**config.mk**
```make
export PLATFORM = sky130hd
export DESIGN_NAME = frame_seq
export DESIGN_NICKNAME = d
export VERILOG_FILES = /design/src/rtl/frame_seq.sv
export SDC_FILE = /design/constraint.sdc
export NUM_CORES = 1
export LEC_CHECK = 0
export BUFFER_PORTS_ARGS = -buffer_cell sky130_fd_sc_hd__buf_2
export CORE_AREA = 2 2 95 143
export DETAILED_ROUTE_END_ITERATION = 10
export DIE_AREA = 0 0 97 145
export PLACE_DENSITY = 0.72
export SYNTH_ARGS = -nofsm -noshare
export SYNTH_HDL_FRONTEND = slang
export SYNTH_SLANG_ARGS = --single-unit
```
**constraint.sdc**
```tcl
create_clock -name clk -period 5.2 [get_ports clk]
set_input_delay 1.04 -clock clk [delete_from_list [all_inputs] [get_ports clk]]
set_output_delay 1.04 -clock clk [all_outputs]
set_load 0.01 [all_outputs]
```
**src/rtl/frame_seq.sv**
```systemverilog
module frame_seq #(
  parameter int AW   = 8,
  parameter int DW   = 32,
  parameter int KLSB = 8
) (
  input  logic          clk,
  input  logic          rst_n,
  input  logic          start,
  input  logic          is_ret,
  input  logic [AW-1:0] pc_in,
  input  logic [AW-1:0] fp_in,
  input  logic [AW-1:0] sp_in,
  input  logic [DW-1:0] ts_in,
  input  logic [AW-1:0] arg_in,
  output logic [AW-1:0] mem_addr,
  output logic          mem_rd,
  output logic          mem_wr,
  output logic [DW-1:0] mem_wdata,
  input  logic [DW-1:0] mem_rdata,
  output logic          busy,
  output logic          done,
  output logic [AW-1:0] pc_out,
  output logic [AW-1:0] fp_out,
  output logic [AW-1:0] sp_out,
  output logic [DW-1:0] ts_out
);

  typedef enum logic [2:0] {
    S_IDLE, S_SPILL, S_SIZE, S_LINK, S_RADDR, S_RPC, S_RPOP, S_RFP
  } st_t;

  st_t           st;
  logic [AW-1:0] pc_q, fp_q, sp_q, arg_q, tgt_q, k_q;
  logic [DW-1:0] ts_q;
  logic          done_q;

  logic [AW-1:0] pc_inc, sp_inc, fp_k, fp_arg;
  assign pc_inc = pc_q + AW'(1);
  assign sp_inc = sp_q + AW'(1);
  assign fp_k   = fp_q + k_q;
  assign fp_arg = fp_q - arg_q;

  always_comb begin
    mem_addr  = '0;
    mem_rd    = 1'b0;
    mem_wr    = 1'b0;
    mem_wdata = ts_q;
    unique case (st)
      S_SPILL: begin mem_addr = sp_inc;          mem_wr = 1'b1; end
      S_SIZE:  begin mem_addr = tgt_q;           mem_rd = 1'b1; end
      S_LINK:  begin mem_addr = fp_k;            mem_wr = 1'b1;
                     mem_wdata = {{(DW-AW){1'b0}}, fp_q}; end
      S_RADDR: begin mem_addr = sp_inc;          mem_wr = 1'b1; end
      S_RPC:   begin mem_addr = fp_q + AW'(1);   mem_rd = 1'b1; end
      S_RPOP:  begin mem_addr = fp_arg;          mem_rd = 1'b1; end
      S_RFP:   begin mem_addr = fp_q;            mem_rd = 1'b1; end
      default: ;
    endcase
  end

  always_ff @(posedge clk) begin
    if (!rst_n) begin
      st     <= S_IDLE;
      pc_q   <= '0;
      fp_q   <= '0;
      sp_q   <= '0;
      ts_q   <= '0;
      arg_q  <= '0;
      tgt_q  <= '0;
      k_q    <= '0;
      done_q <= 1'b0;
    end else begin
      done_q <= 1'b0;
      unique case (st)
        S_IDLE: if (start) begin
          pc_q  <= pc_in;
          fp_q  <= fp_in;
          sp_q  <= sp_in;
          ts_q  <= ts_in;
          arg_q <= arg_in;
          st    <= is_ret ? S_RPC : S_SPILL;
        end
        S_SPILL: begin
          sp_q  <= sp_inc;
          ts_q  <= {{(DW-AW){1'b0}}, pc_inc};
          tgt_q <= arg_q;
          st    <= S_SIZE;
        end
        S_SIZE: begin
          k_q <= mem_rdata[KLSB +: AW];
          st  <= S_LINK;
        end
        S_LINK: begin
          fp_q <= fp_k;
          sp_q <= fp_k;
          st   <= S_RADDR;
        end
        S_RADDR: begin
          sp_q   <= sp_inc;
          pc_q   <= tgt_q + AW'(1);
          st     <= S_IDLE;
          done_q <= 1'b1;
        end
        S_RPC: begin
          pc_q <= mem_rdata[AW-1:0];
          if (sp_q == fp_q) begin
            st <= S_RPOP;
          end else begin
            sp_q <= fp_arg;
            st   <= S_RFP;
          end
        end
        S_RPOP: begin
          ts_q <= mem_rdata;
          sp_q <= fp_arg - AW'(1);
          st   <= S_RFP;
        end
        S_RFP: begin
          fp_q   <= mem_rdata[AW-1:0];
          st     <= S_IDLE;
          done_q <= 1'b1;
        end
        default: st <= S_IDLE;
      endcase
    end
  end

  assign busy   = (st != S_IDLE);
  assign done   = done_q;
  assign pc_out = pc_q;
  assign fp_out = fp_q;
  assign sp_out = sp_q;
  assign ts_out = ts_q;

endmodule

```
-- After elaboration in Yosys (flattened, before gate mapping)
Index checks and enable logic that the tools add are counted.
- bits in registers: 84
- output and inout bits: 100
- logic and storage cells: 59
- equal/unequal tests: 10
- mux-type cells: 18
- add/subtract/negate cells: 7
- reduce and logical (&&, ||, !) cells: 15
- operators by type and width (operator ; count):
    case mux 32 bit (3 select lines) ; 1
    two-way mux 32 bit ; 2
    case mux 8 bit (3 select lines) ; 2
    case mux 8 bit (6 select lines) ; 1
    case mux 8 bit (5 select lines) ; 1
    adder 8 x 1 -> 8 bit (second input constant) ; 4
    two-way mux 8 bit ; 4
    case mux 3 bit (7 select lines) ; 1
    equality test 3 bit (second input constant) ; 4
    nonzero test 3 bit ; 4
    adder 8 bit ; 1
    equality test 8 bit ; 1
    AND reduction 2 bit ; 4
    subtractor 8 x 1 -> 8 bit (second input constant) ; 1
    subtractor 8 bit ; 1
    equality test 3 x 2 -> 1 bit (second input constant) ; 2
    two-way mux 3 bit ; 2
    nonzero test 5 bit ; 1
    two-way mux 1 bit ; 4
    != test 2 bit (second input constant) ; 2
    OR reduction 2 bit ; 2
    OR reduction 4 bit ; 1
    equality test 3 x 1 -> 1 bit (second input constant) ; 1
    zero test 3 bit ; 1
    other kinds (2) ; 2

-- Logic depth before layout (Yosys ltp)
Gate-level depths: netlist of the first run.
- depth after elaboration: 4
- gate-level depth with buffers: 10
- gate-level depth less buffers: 10

-- Least setup slack after synthesis of the first run
Ideal clock, no wire load.
- path type: flip-flop to output port
- start: register fp_q[0] (netlist: fp_out[0])
- end: output port mem_addr[6]
- cell stages (with the launch flop): 10
- data arrival time: 2415 ps
- path buffers: 0
- setup slack: 1745 ps
- cell sequence: dfxtp_1 inv_1 ha_1 fa_1 nor2b_1 o311a_1 nor4_1 a311oi_2 nor2_1 or3_1
- cells in the longest elaborated chain, start to end: 2
- elaborated cells between the ends (all ways): 4
- those cells by class: 3 x add/sub; 1 x mux
- RTL lines (item ; line ; RTL):
    from (decl) ; 33 ; logic [AW-1:0] pc_q, fp_q, sp_q, arg_q, tgt_q, k_q;
    from (signal assigned) ; 77 ; fp_q <= fp_in;
    from (signal assigned) ; 94 ; fp_q <= fp_k;
    from (signal assigned) ; 119 ; fp_q <= mem_rdata[AW-1:0];
    subtractor 8 bit (tied with other cells) ; 41 ; assign fp_arg = fp_q - arg_q;
    case mux 8 bit (6 select lines) (*) ; 48 ; unique case (st)
    to (decl) ; 15 ; output logic [AW-1:0] mem_addr,
Every way passes the cells marked *; elsewhere a longest branch is shown, timed or not.

-- Worst setup path in the final report of the first run
Ends and elaborated chain as after synthesis.

==> results by stage, run 1 <==
STA:
- The final clock period utilization by the worst path is 80.1%.
- Across the routed clock network, the largest skew measured is 0.00962 ns.
- The final setup violation count is 0.
- The smallest clock period supported by the final layout is computed as 4.17 ns.
- The final hold violation count is 0.
- Adding up every negative setup slack in the final design gives 0 ns.
- The achievable clock frequency is 240 MHz.
- At the pin with the least slew margin, the transition time is 0.908 ns.
- The final max-slew violation count is 0.
- Setup repair after global routing left no endpoint under its margin.
- In this run the tightest slew margin relative to its limit is 39.4%.

Setup path:
- The signal arrival time at the worst endpoint is 3.13 ns.
- The kind of start point of the critical path is a register.
- Traced cell by cell, the critical path runs through ha_1, fa_1, a21o_1, a21oi_1, nand2b_1, nor4_1, a211oi_1, o21ai_1, or3_1, buf_2.
- Along the worst path, the maximum fanout reaches 8.
- The dominant delay contributor by cell family on the critical path is compound AO/OA/AOI/OAI gates.
- The count of buffering cells on the critical path with inverters included is 1.
- The required time at the worst-slack endpoint is 4.16 ns.
- The endpoint type of the worst setup path is an output port.
- The category of the critical setup timing path is register to output port.
- On the worst path, the slowest cell contributes a delay of 0.41 ns.
- The slowest stage cell on the critical path is sky130_fd_sc_hd__dfxtp_1.

CTS:
- The number of setup buffers added after CTS is 0.
- The clock insertion delay at the later pin of the skew report is 0.35 ns.
- Gates resized during post-CTS repair numbered 0.
- The clock passes through at most 2 buffers.
- The number of hold buffers added after CTS is 0.
- The clock sink total is 84.
- The clock buffer count from CTS is 9.
- The deepest level of the CTS H-tree is 3.
- Clock-pin slew was measured on the worst setup and hold paths at 0.06 ns.
- TritonCTS built the clock tree.
- The clock root buffer is sky130_fd_sc_hd__clkbuf_16.

Placement:
- The congestion estimate from routability-driven global placement came to 1.02.
- Detailed placement ended at an HPWL of 15.8 mm.
- The number of buffer cells added on primary ports is 199.
- After detailed placement, the total cell area comes to 6780 µm².

Yosys:
- The most used flip-flop cell after synthesis is sky130_fd_sc_hd__dfxtp_1.
- The number of warnings issued by yosys is 0.
- The leading area contributor after synthesis is sky130_fd_sc_hd__dfxtp_1.
- For this run, the register share of the synthesized area comes to 29.6%.
- The share of flip-flops with an asynchronous set or reset after synthesis is 0%.
- The count of flip-flops with a built-in enable after synthesis is 0.
- Counting every net in the synthesized netlist gives 890.
- The mapped netlist covers 5680 µm².
- In the post-synthesis netlist, the biggest area contributors are sky130_fd_sc_hd__dfxtp_1, sky130_fd_sc_hd__nand2_1, sky130_fd_sc_hd__xnor2_1.
- The number of different library cells used by synthesis comes to 66.
- After synthesis, the largest area contributor takes up 29.6% of total cell area.
- The average footprint of a synthesized cell is 7.39 µm².
- The post-synthesis cell count is 769.
- The number of storage elements in the synthesis netlist is 84.

Outcome:
- The flow ran to the end, and the final reports show no timing, DRC or antenna violations.

Pwr:
- The power per cell area is 354 nW/µm².
- In this run the static leakage power is 3.22 nW.
- Overall power consumption after layout is estimated at 0.00250 W.
- The maximum ir drop on the vdd rail is 0.193 mV.

Finish:
- The count of fill cells added during filler insertion is 1294.
- The signed area change from the synthesized netlist to the final layout is 24.3%.
- The final core utilization is 55.0%.
- The number of antenna diodes in the final layout is 0.
- The share of cells above drive strength 1 is 25.8%.
- With fillers left out, the area of the finished cells amounts to 7060 µm².
- The sequential cells in the finished layout cover a total of 1680 µm².
- For this run, the post-layout net count is 1063.
- The area occupied by multi-input gates is 3740 µm².

Global route:
- The number of antenna violations at the first check in global routing is 0.
- The via count of the first global-routing pass is 6128.
- The remaining global-route overflow is 0.
- The first-pass GRT wire length is 32.5 mm.
- Across every metal layer, demand over resource in global routing totals 28.8%.
- Entering global routing, the biggest net connects 64 pins.

Drt:
- The DRC violations left is 0.
- The final antenna-violating net count is 0.
- Dividing the detail-routed via count by the number of cells gives 5.83.
- The detailed router's first-iteration violation count is 434.
- After detailed routing, the average wire length per cell comes to 18.9 µm.
- The count of vias placed by the detailed router is 6449.
- The detailed-router iteration count before antenna repair is 5.
- The final layout contains routed wiring with a total length of 21.0 mm.

Die:
- 200 I/O pins were placed.
- The area enclosed by the die boundary is 14100 µm².
- After floorplanning, the core was sized to cover 12800 µm².
- Measured along the y axis, the die boundary spans 145 µm.
- The starting density of the core is 44.3%.
- The chip width is 97 µm.
- The initialized floorplan defines 51 standard-cell rows.

Flow run:
- Max-cap violations in this run came to 0.

Worst hold path:
- The class of the most critical hold timing path is register to register.
==> worst min-delay path, delay by kind of cell (launching register included) <==
family,cells,cell delay (ns)
simple gates,1,0.05
compound gates,1,0.06
flops,1,0.31
==> through the flow <==
step / cells / hold slack (ns) / setup slack [ns]
after floorplan: 769 / 0.447 / 1.74
after global placement: 1090 / 0.458 / 1.48
after detailed placement: 1090 / 0.465 / 1.40
after CTS: 1106 / 0.474 / 1.03
after global routing: 1106 / 0.508 / 0.858
final: 1106 / 0.472 / 1.03
==> cells by family after synthesis <==
kind of cell / share of synthesized area (%)
AOI/OAI and AO/OA: 23.2
xor gates and xnor gates: 7.84
adders and majority gates: 4.89
buffers and inverters: 4.56
DFF: 29.6
muxes: 1.81
and+or+nand+nor: 28.1
==> synthesized netlist by cell type, types with 4 or more instances <==
master / number
sky130_fd_sc_hd__a211oi_1: 4
sky130_fd_sc_hd__a21boi_0: 25
sky130_fd_sc_hd__a21oi_1: 32
sky130_fd_sc_hd__a22oi_1: 6
sky130_fd_sc_hd__a31oi_1: 8
sky130_fd_sc_hd__a41oi_1: 4
sky130_fd_sc_hd__and2_1: 29
sky130_fd_sc_hd__and3_1: 6
sky130_fd_sc_hd__buf_1: 6
sky130_fd_sc_hd__buf_2: 8
sky130_fd_sc_hd__clkbuf_1: 36
sky130_fd_sc_hd__dfxtp_1: 84
sky130_fd_sc_hd__ha_1: 19
sky130_fd_sc_hd__inv_1: 13
sky130_fd_sc_hd__mux2i_1: 8
sky130_fd_sc_hd__nand2_1: 151
sky130_fd_sc_hd__nand2b_1: 10
sky130_fd_sc_hd__nand3_1: 25
sky130_fd_sc_hd__nand4_1: 6
sky130_fd_sc_hd__nor2_1: 59
sky130_fd_sc_hd__nor2b_1: 4
sky130_fd_sc_hd__nor3_1: 30
sky130_fd_sc_hd__o211a_1: 9
sky130_fd_sc_hd__o211ai_1: 6
sky130_fd_sc_hd__o21ai_0: 40
sky130_fd_sc_hd__o22ai_1: 32
sky130_fd_sc_hd__xnor2_1: 36
sky130_fd_sc_hd__xor2_1: 13
==> worst paths after layout <==
| path | to | from | cells after the start | slack (ns) |
|---|---|---|---|---|
| min | k_q[5]$_SDFFE_PN0N_ | k_q[5]$_SDFFE_PN0N_ | 2 | 0.47 |
| min reg2reg | k_q[5]$_SDFFE_PN0N_ | k_q[5]$_SDFFE_PN0N_ | 2 | 0.47 |
| max reg2reg | sp_out[6]$_SDFFE_PN0P_ | st[0]$_SDFFE_PN0P_ | 6 | 2.34 |
| max | mem_addr[6] | fp_out[0]$_SDFFE_PN0P_ | 10 | 1.03 |
==> routing by layer <==
layer  part of all wire (%)  wire [µm]  track usage [%]  up-vias
met5                      0          0                0        -
met4                    4.8       1000             12.6        0
met3                    6.6       1380             4.19       75
met2                     50      10500             51.0      328
met1                     39       8120             34.3     2980
li1                       -          -                -     3066
==> cells in the final DEF, fill, tap and decap left out, types with 4 or more instances in the layout <==
cell type,n
sky130_fd_sc_hd__a22oi_1,6
sky130_fd_sc_hd__nand4_1,6
sky130_fd_sc_hd__nand2_1,151
sky130_fd_sc_hd__and3_1,6
sky130_fd_sc_hd__a21oi_1,32
sky130_fd_sc_hd__clkbuf_16,9
sky130_fd_sc_hd__mux2i_1,8
sky130_fd_sc_hd__nor2b_1,4
sky130_fd_sc_hd__o21ai_0,40
sky130_fd_sc_hd__buf_2,199
sky130_fd_sc_hd__nand2b_1,10
sky130_fd_sc_hd__and2_1,29
sky130_fd_sc_hd__xnor2_1,36
sky130_fd_sc_hd__nor2_1,59
sky130_fd_sc_hd__a211oi_1,4
sky130_fd_sc_hd__buf_4,15
sky130_fd_sc_hd__inv_1,13
sky130_fd_sc_hd__nand3_1,25
sky130_fd_sc_hd__a41oi_1,4
sky130_fd_sc_hd__xor2_1,13
sky130_fd_sc_hd__nor3_1,30
sky130_fd_sc_hd__o22ai_1,32
sky130_fd_sc_hd__ha_1,19
sky130_fd_sc_hd__dfxtp_1,84
sky130_fd_sc_hd__o211a_1,9
sky130_fd_sc_hd__a31oi_1,8
sky130_fd_sc_hd__a21boi_0,25
sky130_fd_sc_hd__o211ai_1,6
==> where the power goes <==
| group | switching [W] | total [W] | internal [W] |
|---|---|---|---|
| logic | 0.000591 | 0.00101 | 0.000415 |
| registers | 0.000125 | 0.000858 | 0.000732 |
| clock network | 0.000306 | 0.000638 | 0.000332 |
| total | 0.00102 | 0.00250 | 0.00148 |
==> flip-flops by register name, summed over array words and instances (netlist names) <==
name / cells
ts_out: 32
pc_out: 8
done: 1
k_q: 8
st: 3
fp_out: 8
tgt_q: 8
arg_q: 8
sp_out: 8
==> area by class of cell <==
cell class	count	area share, %
multi-input combinational	620	53.0
sequential	84	23.8
timing repair buffer	214	15.7
clock inverter	7	0.815
tap	159	2.82
inverter	13	0.691
clock buffer	9	3.19
Power figures use the tool's default switching activity.
==> run 2: changes to the inputs <==
==> constraint.sdc (replaced) <==
create_clock -name clk -period 4.1 [get_ports clk]
set_input_delay 0.82 -clock clk [delete_from_list [all_inputs] [get_ports clk]]
set_output_delay 0.82 -clock clk [all_outputs]
set_load 0.01 [all_outputs]
==> results by stage, run 2 (synthesis gave the netlist of run 1 again) <==
Die:
- The starting density of the core is 44.3% (unchanged).
- The y dimension of the die is 145 µm (unchanged).
- The area enclosed by the die boundary is 14100 µm² (unchanged).
- The total core area is 12800 µm² (unchanged).
- The chip width was 97 µm (unchanged).
- The floorplan row count is 51 (unchanged).
- The number of top-level pins is 200 (unchanged).

CTS:
- The clock input transition at the sequential cells of the worst setup and hold paths was 0.07 ns (about the same).
- The clock root buffer is sky130_fd_sc_hd__clkbuf_16.
- The count of instances resized after the clock tree is built is 0 (unchanged).
- The deepest level of the CTS H-tree is 3 (unchanged).
- The number of hold buffers added after CTS came to 0 (unchanged).
- The clock buffer count from CTS was 9 (unchanged).
- The number of setup buffers added after CTS came to 0 (unchanged).
- The clock insertion delay at the later pin of the skew report is 0.35 ns (about the same).
- The maximum number of buffers from clock root to sink is 2 (unchanged).
- The TritonCTS clock tree is built.
- The clock sink total came to 84 (unchanged).

Placement:
- The number of buffer cells added on primary ports is 199 (unchanged).
- The number of placed cells counting well taps is 1095 (+0.46%).
- The final estimated routing congestion in global placement is 0.966 (-5.1%).
- The post-place instance area came to 6810 µm² (+0.55%).
- The half-perimeter wire length after placement is 15.7 mm (-0.39%).

Finish:
- The number of diodes added for antenna fixing was 0 (unchanged).
- The final core utilization is 55.7% (+0.70 points).
- The count of fill cells added during filler insertion is 1295 (+0.077%).
- The share of cells above drive strength 1 is 26.2% (+0.39 points).
- The final instance count without filler cells came to 1111 (+0.45%).
- Leaving out fill and tap cells, the most frequent cells in the layout are sky130_fd_sc_hd__buf_2, sky130_fd_sc_hd__nand2_1, sky130_fd_sc_hd__dfxtp_1.
- The library cell used most frequently in the layout, excluding fill and tap cells, is sky130_fd_sc_hd__buf_2.
- The flip-flop count of the largest register, all copies and words added is 32 (unchanged).
- The signed area change from the synthesized netlist to the final layout is 25.9%.
- The final cell area excluding filler cells is 7150 µm² (+1.3%).
- The final layout net count is 1068 (+0.47%).

Setup path:
- Walking the worst path, the cells encountered are inv_1, ha_1, fa_1, nor2b_1, o311a_1, nor4_1, a311oi_2, nor2_1, or3_1, buf_2.
- The count of buffering cells on the critical path with inverters included is 2 (+1).
- The required time at the worst-slack endpoint is 3.28 ns (-0.88 ns).
- The critical path is of the register to output port type.
- The signal arrival time at the worst endpoint was 3.13 ns (about the same).
- The dominant delay contributor by cell family on the critical path is simple AND/OR/NAND/NOR gates.
- For this design, the slowest cell found on the critical path is sky130_fd_sc_hd__dfxtp_1.
- The endpoint type of the worst setup path is an output port.
- The delay of the slowest cell on the worst path is 0.51 ns (+0.10 ns).
- The highest net fanout along the worst path is 8 (unchanged).
- The kind of start point of the critical path is a register.

STA:
- The final clock period utilization by the worst path is 96.3%.
- The remaining max-slew budget at the tightest pin is 30.5% (-8.9 points).
- The final setup violation count was 0 (unchanged).
- The final max-slew violation count is 0 (unchanged).
- Static timing analysis puts the maximum clock frequency at 253 MHz.
- The setup total negative slack is 0 ns (unchanged).
- The minimum clock period after layout is 3.95 ns.
- The pin slew with the least headroom to its limit is 1.04 ns (+0.134 ns).
- Setup repair after global routing left no endpoint under its margin.
- The setup clock skew after layout was 0.00952 ns (-0.000104 ns).
- The final hold violation count was 0 (unchanged).

Outcome:
- The run finished with clean final reports.

Pwr:
- The total chip power is 0.00329 W (+32%).
- The leakage power was 3.26 nW (+1.4%).
- The power per cell area is 461 nW/µm² (+30%).
- The maximum ir drop on the vdd rail is 0.235 mV (+22%).

Worst hold path:
- The worst hold path belongs to the class register to register.

Drt:
- The aggregate routed wire length is 20.8 mm (-0.72%).
- The final antenna-violating net count is 0 (unchanged).
- The number of vias per cell came to 5.78 (-0.90%).
- The DRC violations left is 0 (unchanged).
- The detailed router's first-iteration violation count is 501 (+15%).
- The routed length per placed instance is 18.7 µm (-1.2%).
- The detailed-router iteration count before antenna repair is 6 (+1).
- The count of vias placed by the detailed router is 6420 (-0.45%).

Flow run:
- The max-capacitance violation count came to 0 (unchanged).

Global route:
- The via count of the first global-routing pass is 6130 (+0.033%).
- The pin count of the biggest net entering global routing is 64 (unchanged).
- The all-layer global routing usage is 28.8% (-0.054 points).
- The first-pass GRT wire length came to 32.6 mm (+0.19%).
- The remaining global-route overflow is 0 (unchanged).
- The number of antenna violations at the first check in global routing is 0 (unchanged).
==> run 2: per-stage QoR <==
| stage | setup WS [ns] | hold slack (ns) |
|---|---|---|
| global placement | 0.566 | 0.461 |
| detailed placement | 0.548 | 0.465 |
| global route | 0.0218 | 0.502 |
| floorplan | 0.865 | 0.447 |
| CTS | 0.166 | 0.474 |
| finish | 0.153 | 0.470 |
==> run 2: final timing paths <==
path / start / end / slack (ns) / cells after the start
worst max-delay path: fp_out[0]$_SDFFE_PN0P_ / mem_addr[6] / 0.15 / 10
worst min-delay path: k_q[5]$_SDFFE_PN0N_ / k_q[5]$_SDFFE_PN0N_ / 0.47 / 2
worst max register to register: fp_out[0]$_SDFFE_PN0P_ / sp_out[7]$_SDFFE_PN0P_ / 1.24 / 9
worst min register to register: k_q[5]$_SDFFE_PN0N_ / k_q[5]$_SDFFE_PN0N_ / 0.47 / 2
==> run 2: report_power, final <==
group | total [W] | internal [W] | switching, W
combinational | 0.00131 | 0.000534 | 0.000772
clock | 0.000923 | 0.000545 | 0.000379
sequential | 0.00106 | 0.000929 | 0.000135
==> run 2: area by class of cell <==
class	count	area (µm²)	share of cell area [%]
multi-input combinational	620	3740	52.3
sequential	84	1680	23.5
timing repair buffer	219	1150	16.0
clock buffer	9	225	3.15
tap	159	199	2.78
clock inverter	7	110	1.54
inverter	13	48.8	0.683
==> run 2: worst min-delay path, cell delays in order, from the launching register on <==
cell	delay [ns]
sky130_fd_sc_hd__dfxtp_1	0.31
sky130_fd_sc_hd__nand2_1	0.05
sky130_fd_sc_hd__a21boi_0	0.06
==> run 2: layer usage <==
layer  part of all wire, %  GRT usage [%]  wire length [µm]  vias up
li1                      -              -                 -     3075
met2                    50           49.4             10300      324
met4                   5.0           14.3              1030        0
met3                   7.6           5.01              1570       57
met1                    38           34.3              7860     2964
met5                     0              0                 0        -
==> run 3: changes to the inputs <==
--- a/config.mk
+++ b/config.mk
@@ -10,6 +10,7 @@
 export DETAILED_ROUTE_END_ITERATION = 10
 export DIE_AREA = 0 0 97 145
 export PLACE_DENSITY = 0.72
+export RECOVER_POWER = 50
 export SYNTH_ARGS = -nofsm -noshare
 export SYNTH_HDL_FRONTEND = slang
 export SYNTH_SLANG_ARGS = --single-unit
==> results by stage, run 3 (synthesis gave the netlist of run 1 again) <==
CTS:
- The number of hold buffers added after CTS is 0 (unchanged).
- The clock input transition at the sequential cells of the worst setup and hold paths is 0.07 ns (about the same).
- The maximum number of buffers from clock root to sink was 2 (unchanged).
- TritonCTS built the clock tree.
- The deepest level of the CTS H-tree is 3 (unchanged).
- The clock sink total is 84 (unchanged).
- The clock root buffer is sky130_fd_sc_hd__clkbuf_16.
- The count of instances resized after the clock tree is built is 0 (unchanged).
- The clock buffer count from CTS is 9 (unchanged).
- The number of setup buffers added after CTS came to 0 (unchanged).
- The clock insertion delay at the later pin of the skew report came to 0.35 ns (about the same).

Drt:
- The final antenna-violating net count is 0 (unchanged).
- The aggregate routed wire length is 20.8 mm (about the same).
- The routed length per placed instance is 18.7 µm (about the same).
- The detailed-router iteration count before antenna repair is 5 (-1).
- The DRC violations left is 0 (unchanged).
- The detailed router's first-iteration violation count is 492 (-1.8%).
- The count of vias placed by the detailed router is 6392 (-0.44%).
- The number of vias per cell is 5.75 (-0.44%).

STA:
- The achievable clock frequency is 254 MHz (+0.22%).
- The final setup violation count is 0 (unchanged).
- The remaining max-slew budget at the tightest pin is -65.4% (-96 points).
- Setup repair after global routing left no endpoint under its margin.
- The final max-slew violation count was 64 (+64).
- The tightest hold margin is 0.473 ns (+0.00335 ns).
- The final clock period utilization by the worst path was 96.1% (-0.21 points).
- The pin slew with the least headroom to its limit was 2.48 ns (+1.44 ns).
- The setup clock skew after layout is 0.00985 ns (+0.000335 ns).
- The minimum clock period after layout is 3.94 ns (-0.00873 ns).
- The setup total negative slack came to 0 ns (unchanged).
- The final hold violation count was 0 (unchanged).

Die:
- The number of top-level pins is 200 (unchanged).
- The starting density of the core is 44.3% (unchanged).
- The area enclosed by the die boundary is 14100 µm² (unchanged).
- The chip width is 97 µm (unchanged).
- The y dimension of the die is 145 µm (unchanged).
- The floorplan row count is 51 (unchanged).
- The total core area came to 12800 µm² (unchanged).

Pwr:
- The power dissipated by switching net loads is 0.00129 W (about the same).
- The internal power component is 0.00198 W (-1.2%).
- The power per cell area was 463 nW/µm² (+0.43%).
- The switching part of the total power is 39.3% (+0.31 points).
- The leakage power was 3.04 nW (-6.8%).
- The maximum ir drop on the vdd rail came to 0.236 mV (+0.30%).
- The portion of total power attributed to the clock network is 28.2% (+0.2 points).
- The share of power burned in combinational logic is 39.2% (-0.5 points).
- The part of the total power dissipated in sequential elements is 32.6% (+0.3 points).

Finish:
- The final layout net count came to 1068 (unchanged).
- In the layout the commonest cells are sky130_fd_sc_hd__nand2_1, sky130_fd_sc_hd__buf_2, sky130_fd_sc_hd__dfxtp_1.
- The final core utilization came to 55.1% (-0.62 points).
- The commonest non-fill, non-tap cell in the layout is sky130_fd_sc_hd__nand2_1.
- The flip-flop count of the largest register, all copies and words added was 32 (unchanged).
- The signed area change from the synthesized netlist to the final layout is 24.5%.
- The number of diodes added for antenna fixing is 0 (unchanged).
- The share of cells above drive strength 1 is 20.1% (-6.1 points).
- The count of fill cells added during filler insertion is 1317 (+1.7%).

Setup path:
- The number of cells on the worst reg-to-reg path is 9 (unchanged).
- The required time at the worst-slack endpoint was 3.28 ns (about the same).
- The signal arrival time at the worst endpoint is 3.12 ns (about the same).
- The highest net fanout along the worst path is 8 (unchanged).
- The category of the critical setup timing path is register to output port.
- The kind of start point of the critical path is a register.
- The endpoint type of the worst setup path is an output port.

Outcome:
- The flow ran to the end, but the final reports show violations.
- The checks that failed: max-capacitance violations, max-slew violations.

Global route:
- The met3 routing resource usage after global routing is 5.01% (unchanged).
- The via count of the first global-routing pass was 6130 (unchanged).
- The remaining global-route overflow was 0 (unchanged).
- The first-pass GRT wire length is 32.6 mm (unchanged).
- The most congested layer reported by global routing is met2.
- The number of antenna violations at the first check in global routing is 0 (unchanged).
- The pin count of the biggest net entering global routing is 64 (unchanged).
- The met1 capacity usage during global routing is 34.3% (unchanged).
- The all-layer global routing usage is 28.8% (unchanged).
- The fraction of met2 tracks used by global routing is 49.4% (unchanged).

Worst hold path:
- The class of the most critical hold timing path is register to register.
- The hold path depth is 2 (unchanged).

Flow run:
- The max-capacitance violation count is 1 (+1).

Placement:
- The final estimated routing congestion in global placement is 0.966 (unchanged).
- The half-perimeter wire length after placement is 15.7 mm (unchanged).
- The number of buffer cells added on primary ports came to 199 (unchanged).
## run 3: cell count changes in the layout (fill, tap and decap cells not counted), sizes merged
cell,previous run,this run
clkbuf,9,67
buf,219,161
## run 3: area by class of cell
type                       count  area (µm²)  share of cell area, %
timing repair buffer         219        1070                   15.1
sequential                    84        1680                   23.8
clock inverter                 7         110                   1.56
clock buffer                   9         225                   3.19
multi-input combinational    620        3740                   52.9
inverter                      13        48.8                  0.690
tap                          159         199                   2.81
## run 3: worst paths after layout
kind,from,to,slack (ns)
hold / removal,k_q[5]$_SDFFE_PN0N_,k_q[5]$_SDFFE_PN0N_,0.47
setup reg to reg,fp_out[3]$_SDFFE_PN0P_,sp_out[6]$_SDFFE_PN0P_,1.25
hold reg to reg,k_q[5]$_SDFFE_PN0N_,k_q[5]$_SDFFE_PN0N_,0.47
setup / recovery,fp_out[0]$_SDFFE_PN0P_,mem_addr[6],0.16
## run 3: power by group through the flow
stage	Clock [W]	Sequential, W	Combinational [W]
2_1_floorplan	0	0.00108	0.000816
3_3_place_gp	0	0.00108	0.00129
3_5_place_dp	0	0.00108	0.00129
4_1_cts	0.000929	0.00106	0.00130
5_1_grt	0.000970	0.00108	0.00141
6_report	0.000921	0.00107	0.00128
## run 3: critical path: stages (launching register included)
cell                       delay [ns]
sky130_fd_sc_hd__dfxtp_1         0.51
sky130_fd_sc_hd__inv_1           0.13
sky130_fd_sc_hd__ha_1            0.25
sky130_fd_sc_hd__fa_1            0.41
sky130_fd_sc_hd__nor2b_1         0.22
sky130_fd_sc_hd__o311a_1         0.22
sky130_fd_sc_hd__nor4_1          0.07
sky130_fd_sc_hd__a311oi_2        0.38
sky130_fd_sc_hd__nor2_1          0.07
sky130_fd_sc_hd__or3_1           0.36
sky130_fd_sc_hd__buf_2           0.15
## run 3: metal layers
| metal | routed length [µm] | vias up | part of all wire, % |
|---|---|---|---|
| li1 | - | 3072 | - |
| met1 | 7830 | 2945 | 38 |
| met2 | 10400 | 317 | 50 |
| met3 | 1570 | 58 | 7.6 |
| met4 | 1020 | 0 | 4.9 |
| met5 | 0 | - | 0 |
## run 3: stage by stage
stage,cell area (µm²),total power (W),setup WS (ns),instances
after floorplan,5680,0.00190,0.865,769
after global placement,6810,0.00237,0.566,1095
after detailed placement,6810,0.00237,0.548,1095
after CTS,7150,0.00329,0.166,1111
after global routing,7070,0.00346,0.0193,1111
final,7070,0.00327,0.161,1111
